### src/rtl/adc_seq_pkg.sv
package adc_seq_pkg;
  parameter int NUM_SLOTS = 8;
  parameter int SHORT_LEN = 4;
  localparam int SLOT_W = $clog2(NUM_SLOTS);

  typedef struct packed {
    logic                 restartCnt;
    logic                 advCnt;
    logic                 setScf;
    logic                 clrScf;
    logic [NUM_SLOTS-1:0] setCcf;
    logic [NUM_SLOTS-1:0] clrCcf;
  } seq_strobe_t;
endpackage

### src/rtl/adc_seq_ctrl.sv
module adc_seq_ctrl
  import adc_seq_pkg::*;
(
  input  logic              clk,
  input  logic              rstN,
  input  logic              convDone,
  input  logic              seqStart,
  input  logic              resRead,
  input  logic [SLOT_W-1:0] resReadIdx,
  input  logic              scanMode,
  input  logic              fifoMode,
  input  logic              fastClear,
  input  logic              seqLen8,
  output seq_strobe_t       strb,
  output logic              seqActive
);
  localparam logic [SLOT_W-1:0] LAST_LONG  = SLOT_W'(NUM_SLOTS - 1);
  localparam logic [SLOT_W-1:0] LAST_SHORT = SLOT_W'(SHORT_LEN - 1);

  logic [SLOT_W-1:0] seqPos;
  logic [SLOT_W-1:0] lastPos;
  logic              countIt;
  logic              lastConv;
  logic              startClr;
  logic              readClr;

  assign lastPos  = seqLen8 ? LAST_LONG : LAST_SHORT;
  assign countIt  = convDone && seqActive && !seqStart;
  assign lastConv = countIt && (seqPos == lastPos);
  assign startClr = seqStart && !fastClear;
  assign readClr  = resRead && fastClear;

  always_comb begin
    strb            = '0;
    strb.restartCnt = seqStart && !fifoMode;
    strb.advCnt     = countIt;
    strb.setScf     = lastConv;
    strb.clrScf     = startClr || readClr;
    for (int i = 0; i < NUM_SLOTS; i++) begin
      strb.setCcf[i] = countIt && (seqPos == SLOT_W'(i));
      strb.clrCcf[i] = startClr || (readClr && (resReadIdx == SLOT_W'(i)));
    end
  end

  always_ff @(posedge clk) begin
    if (!rstN) begin
      seqActive <= 1'b0;
      seqPos    <= '0;
    end else if (seqStart) begin
      seqActive <= 1'b1;
      seqPos    <= '0;
    end else if (countIt) begin
      if (lastConv) begin
        seqPos    <= '0;
        seqActive <= scanMode;
      end else begin
        seqPos <= seqPos + 1'b1;
      end
    end
  end
endmodule

### src/rtl/adc_seq_dp.sv
module adc_seq_dp
  import adc_seq_pkg::*;
(
  input  logic                 clk,
  input  logic                 rstN,
  input  seq_strobe_t          strb,
  output logic [SLOT_W-1:0]    slotCnt,
  output logic                 scf,
  output logic [NUM_SLOTS-1:0] ccf
);
  always_ff @(posedge clk) begin
    if (!rstN) begin
      slotCnt <= '0;
    end else if (strb.restartCnt) begin
      slotCnt <= '0;
    end else if (strb.advCnt) begin
      slotCnt <= (slotCnt == SLOT_W'(NUM_SLOTS - 1)) ? '0 : slotCnt + 1'b1;
    end
  end

  always_ff @(posedge clk) begin
    if (!rstN) scf <= 1'b0;
    else       scf <= strb.setScf || (scf && !strb.clrScf);
  end

  for (genvar g = 0; g < NUM_SLOTS; g++) begin : g_flag
    always_ff @(posedge clk) begin
      if (!rstN) ccf[g] <= 1'b0;
      else       ccf[g] <= strb.setCcf[g] || (ccf[g] && !strb.clrCcf[g]);
    end
  end
endmodule

### src/rtl/adc_seq_status.sv
module adc_seq_status
  import adc_seq_pkg::*;
(
  input  logic              clk,
  input  logic              rstN,
  input  logic              convDone,
  input  logic              seqStart,
  input  logic              resRead,
  input  logic [SLOT_W-1:0] resReadIdx,
  input  logic              scanMode,
  input  logic              fifoMode,
  input  logic              fastClear,
  input  logic              seqLen8,
  output logic [7:0]        statusByte0,
  output logic [NUM_SLOTS-1:0] statusByte1,
  output logic [SLOT_W-1:0] writeIdx
);
  seq_strobe_t          strb;
  logic                 seqActive;
  logic [SLOT_W-1:0]    slotCnt;
  logic                 scf;
  logic [NUM_SLOTS-1:0] ccf;

  adc_seq_ctrl ctrl_i (
    .clk(clk), .rstN(rstN), .convDone(convDone), .seqStart(seqStart),
    .resRead(resRead), .resReadIdx(resReadIdx), .scanMode(scanMode),
    .fifoMode(fifoMode), .fastClear(fastClear), .seqLen8(seqLen8),
    .strb(strb), .seqActive(seqActive)
  );

  adc_seq_dp dp_i (
    .clk(clk), .rstN(rstN), .strb(strb),
    .slotCnt(slotCnt), .scf(scf), .ccf(ccf)
  );

  always_comb begin
    statusByte0 = '0;
    statusByte0[7] = scf;
    statusByte0[SLOT_W-1:0] = slotCnt;
  end
  assign statusByte1 = ccf;
  assign writeIdx    = slotCnt;
endmodule

### config.mk
export PLATFORM = sky130hd
export DESIGN_NAME = adc_seq_status
export DESIGN_NICKNAME = d
export VERILOG_FILES = /design/src/rtl/adc_seq_pkg.sv /design/src/rtl/adc_seq_ctrl.sv /design/src/rtl/adc_seq_dp.sv /design/src/rtl/adc_seq_status.sv
export SDC_FILE = /design/constraint.sdc
export NUM_CORES = 1
export LEC_CHECK = 0
export ABC_CLOCK_PERIOD_IN_PS = 3500
export BUFFER_PORTS_ARGS = -buffer_cell sky130_fd_sc_hd__buf_2
export CELL_PAD_IN_SITES_DETAIL_PLACEMENT = 0
export CELL_PAD_IN_SITES_GLOBAL_PLACEMENT = 1
export CORE_ASPECT_RATIO = 1.25
export CORE_UTILIZATION = 40
export CTS_BUF_LIST = sky130_fd_sc_hd__clkbuf_8
export DETAILED_ROUTE_END_ITERATION = 10
export GPL_ROUTABILITY_DRIVEN = 0
export PLACE_DENSITY = 0.95
export SLEW_MARGIN = 20
export SYNTH_ARGS = -nofsm -noshare
export SYNTH_HDL_FRONTEND = slang
export SYNTH_SLANG_ARGS = --single-unit
export TNS_END_PERCENT = 30
### constraint.sdc
create_clock -name clk -period 3.5 [get_ports clk]
set_input_delay 0.35 -clock clk [delete_from_list [all_inputs] [get_ports clk]]
set_output_delay 0.35 -clock clk [all_outputs]
set_load 0.005 [all_outputs]
# Word-level counts from Yosys, hierarchy flattened

Cells that the tools add are included.

Register bits after elaboration: 16
Input port bits: 12
Output and inout bits: 19
Logic and storage cells: 105

$add $sub $neg: 2
Equality and inequality tests: 16
Multiplexer cells: 6
Bitwise logic cells: 1
Reductions and logical operators: 68

Operator list:

| operator                                       | count |
|---|---|
| logical AND 1 bit                              | 31 |
| == test 3 bit (second input constant)          | 9 |
| logical OR 1 bit                               | 18 |
| == test 3 x 2 -> 1 bit (second input constant) | 4 |
| zero test 1 bit                                | 12 |
| two-way mux 3 bit                              | 3 |
| adder 3 x 1 -> 3 bit (second input constant)   | 2 |
| == test 3 x 1 -> 1 bit (second input constant) | 2 |
| zero test 3 bit                                | 2 |
| nonzero test 2 bit                             | 2 |
| OR reduction 2 bit                             | 2 |
| == test 3 bit                                  | 1 |
| two-way mux 1 bit                              | 3 |
| AND reduction 2 bit                            | 1 |
| inverter 1 bit                                 | 1 |

# Longest topological paths before layout

Word-level depth: 6
Mapped depth: 4
Depth with buffers taken out: 4

# Hierarchy

Synthesis repeated with hierarchy kept, for this count alone.

Cells, all modules: 111
Area total of the unflattened synthesis: 987.2 um2

By module, submodules not included:

| module         | instances | cells each | area an instance (um2) | seq. area each (um2) |
|---|---|---|---|---|
| adc_seq_ctrl   | 1         | 60         | 466.7                  | 80.1 |
| adc_seq_dp     | 1         | 42         | 456.7                  | 240.2 |
| adc_seq_status | 1         | 9          | 63.8                   | 0.0 |

# Worst setup path after synthesis

OpenSTA, ideal clock, no wires.

Kind: register to register
From: register ctrl_i.seqPos[0]
To: register ctrl_i.seqPos[2]
Arrival: 1.121 ns
Data required time: 3.404 ns
Setup slack: 2.283 ns
Cell stages (with the launch flop): 4
Period minus slack after synthesis: 1.217 ns
Cells stage by stage: dfxtp_1 > ha_1 > ha_1 > o41ai_2

Longest elaborated chain between the ends: 3

Ends and longest elaborated chain:

| item                                                         | line               | text |
|---|---|---|
| from (decl)                                                  | adc_seq_ctrl.sv:20 | `logic [SLOT_W-1:0] seqPos;` |
| from (signal assigned)                                       | adc_seq_ctrl.sv:57 | `seqPos <= seqPos + 1'b1;` |
| branches (longest 2 deep; another with adder 3 x 1 -> 3 bit) | --                 |  |
| two-way mux 3 bit *                                          | adc_seq_ctrl.sv:53 | `if (lastConv) begin` |

Every way passes the cells marked *.
A chain may end at the register's enable or synchronous reset.

# Worst setup path after layout

Ends and elaborated chain as after synthesis.

==> impl_metrics.py <==
metrics = {
    "clock_tree": {
        "clockBufferDepth": 2,
        "cts_tree": "yes",
        "cts_resized": 0,
        "hold_buffers": 0,
        "htreeDepth": 1,
        "clock_sink_count": 16,
        "cts_setup_buffers": 0,
        "cts_made_buffers": 3,
        "cts-root-buf": "clkbuf_8",
        "clk_latency_ns": 0.26,
        "path_clk_slew_ns": 0.07,
    },
    "logic_synthesis": {
        "syn_avg_cell_area_sq_um": 9.397,
        "synth_cells": 94,
        "synth_edf_count": 0,
        "ys_seq_elements": 16,
        "synthArstFlopShare": 0,
        "synthesis.area_sq_um": 883.3,
        "synthFlopType": "dfxtp_1",
        "ys_types": 29,
        "yosysSeqAreaShare": 0.3626,
        "synth_warnings": 0,
    },
    "setup_path": {
        "crit_type": "reg2reg",
        "start_kind": "register",
        "crit_arrival_ns": 1.48,
        "crit_fanout": 5,
        "cp.required_ns": 3.66,
        "endpoint_kind": "register",
    },
    "placed_design": {
        "hpwlAfterDp_mm": 1.449,
        "io_buffers": 26,
    },
    "die": {
        "fp-row-count": 18,
        "die_w_um": 44.03,
        "die_y_um": 54.54,
        "die_area_sq_um": 2401,
        "start_util": 0.4358,
        "coreArea_sq_um": 2027,
        "ios": 31,
    },
    "global_routing": {
        "grtUsageMet3": 0.02970,
        "grt_pass1_wl_mm": 3.042,
        "grt_use_met2": 0.3260,
        "grt_pass1_vias": 721,
        "grt-busiest-layer": "met2",
        "antenna_found_initial": 0,
        "gr-total-overflow": 0,
        "grt_use_total": 0.1793,
        "grt_max_degree": 10,
        "use_met1": 0.1856,
    },
    "layout": {
        "nFillCells": 217,
        "area_delta_synth_final_pct": 17.14,
        "nets": 138,
        "antennaDiodeCount": 0,
        "final_util": 0.5105,
        "drive_above_1_share": 0.2991,
    },
    "timing": {
        "rsz0062_at_grt": "false",
        "period_needed_ns": 1.320,
        "fmax_mhz": 757.4,
        "hold_viol": 0,
        "post-route-period-util": 0.3772,
        "clock_skew_ns": 0.002263,
        "final_max_slew_viol_count": 0,
        "tns_ns": 0,
        "setup_viol": 0,
    },
    "route": {
        "post_drt_wl_per_cell_um": 13.49,
        "ant_nets": 0,
        "dr.pass1.iters": 6,
        "drc_errors": 0,
        "routed_wl_mm": 1.848,
        "vias": 751,
        "routed_via_density": 5.482,
        "initialDrtViolationCount": 23,
    },
    "status": {
        "status": "finished clean",
    },
    "pwr": {
        "irDropWorstVdd_v": 0.0003016,
        "p_total_w": 0.0003888,
        "leakage_nw": 0.5165,
        "power.density_nw_per_um2": 375.8,
    },
    "job": {
        "drv_cap": 0,
    },
    "min_path": {
        "hold_class": "in2reg",
    },
}
per-stage QoR:
| step | worst slack (ns) | area, sq um | std cells | hold WS (ns) |
|---|---|---|---|---|
| after floorplan | 2.283 | 894.6 | 97 | 0.4692 |
| after global placement | 2.260 | 979.7 | 133 | 0.4738 |
| after detailed placement | 2.194 | 979.7 | 133 | 0.4831 |
| after CTS | 2.165 | 1035 | 137 | 0.3719 |
| after global routing | 2.105 | 1035 | 137 | 0.3831 |
| final | 2.180 | 1035 | 137 | 0.3701 |
synth_stat cells, types with 2 or more instances:
cell type | number | area share
dfxtp_1 | 16 | 0.36
nand2_1 | 10 | 0.042
a32o_1 | 9 | 0.10
buf_4 | 8 | 0.068
ha_1 | 8 | 0.11
nand3_1 | 6 | 0.034
nor2_1 | 5 | 0.021
and3_1 | 4 | 0.028
inv_1 | 3 | 0.013
nor2b_1 | 3 | 0.021
and2_1 | 2 | 0.014
buf_2 | 2 | 0.011
mux2i_1 | 2 | 0.023
report_power, final:
group           total, W  leakage [nW]  internal [W]  switching [W]
Combinational  0.0000330         0.358     0.0000137      0.0000193
Sequential      0.000187         0.129      0.000184     0.00000306
Clock           0.000169        0.0288      0.000100      0.0000685
placed cells by master (no fill, tap or decap), drive strengths merged, types with 2 or more instances in the layout:
master  instances
buf            26
dfxtp          16
nand2          10
a32o            9
ha              8
nand3           6
nor2            5
and3            4
conb            4
clkbuf          4
inv             4
nor2b           3
and2            2
mux2i           2
o21ai           2
a21oi           2
registers in the layout, summed over array words and instances, names as in the netlist:
name,cells
dp_i.slotCnt,3
dp_i.scf,1
dp_i.ccf,8
ctrl_i.seqActive,1
ctrl_i.seqPos,3
path summary, 6_finish.rpt:
kind                                      start                            end  slack, ns  depth (start not counted)
hold / removal                             rstN  ctrl_i.seqActive$_SDFFE_PN0P_       0.37                          3
setup reg to reg  ctrl_i.seqPos[0]$_SDFFE_PP0P_  ctrl_i.seqPos[2]$_SDFFE_PP0P_       2.18                          3
setup / recovery  ctrl_i.seqPos[0]$_SDFFE_PP0P_  ctrl_i.seqPos[2]$_SDFFE_PP0P_       2.18                          3
hold reg to reg          dp_i.ccf[6]$_SDFF_PN0_         dp_i.ccf[6]$_SDFF_PN0_       0.49                          1
kinds of logic (layout without fill, tap and decap cells):
logic type,after synthesis,in the layout,synth area share
fa+ha+maj,8,8,0.1133
other cells,1,4,0.004245
flops,16,16,0.3626
compound gates,17,17,0.1714
xor+xnor,1,1,0.009917
mux,2,2,0.02266
buf+inv,14,34,0.09632
simple gates,35,35,0.2196
metal layers:
layer  vias to the layer above  share of wire
met1                       358           0.40
met4                         0          0.018
met2                        21           0.54
met3                         4          0.036
li1                        368              -
met5                         -              0
critical path, stage by stage (launching register included):
cell	delay, ns
dfxtp_1	0.36
ha_1	0.25
ha_1	0.29
o41ai_2	0.33
layout make-up:
cell class | count | area (sq um) | share of cell area
Tap cell | 20 | 25.02 | 0.02418
Timing Repair Buffer | 26 | 130.1 | 0.1258
Sequential cell | 16 | 320.3 | 0.3096
Multi-Input combinational cell | 67 | 489.2 | 0.4728
Inverter | 4 | 15.01 | 0.01451
Clock buffer | 4 | 55.05 | 0.05320
Power figures use the tool's default switching activity.
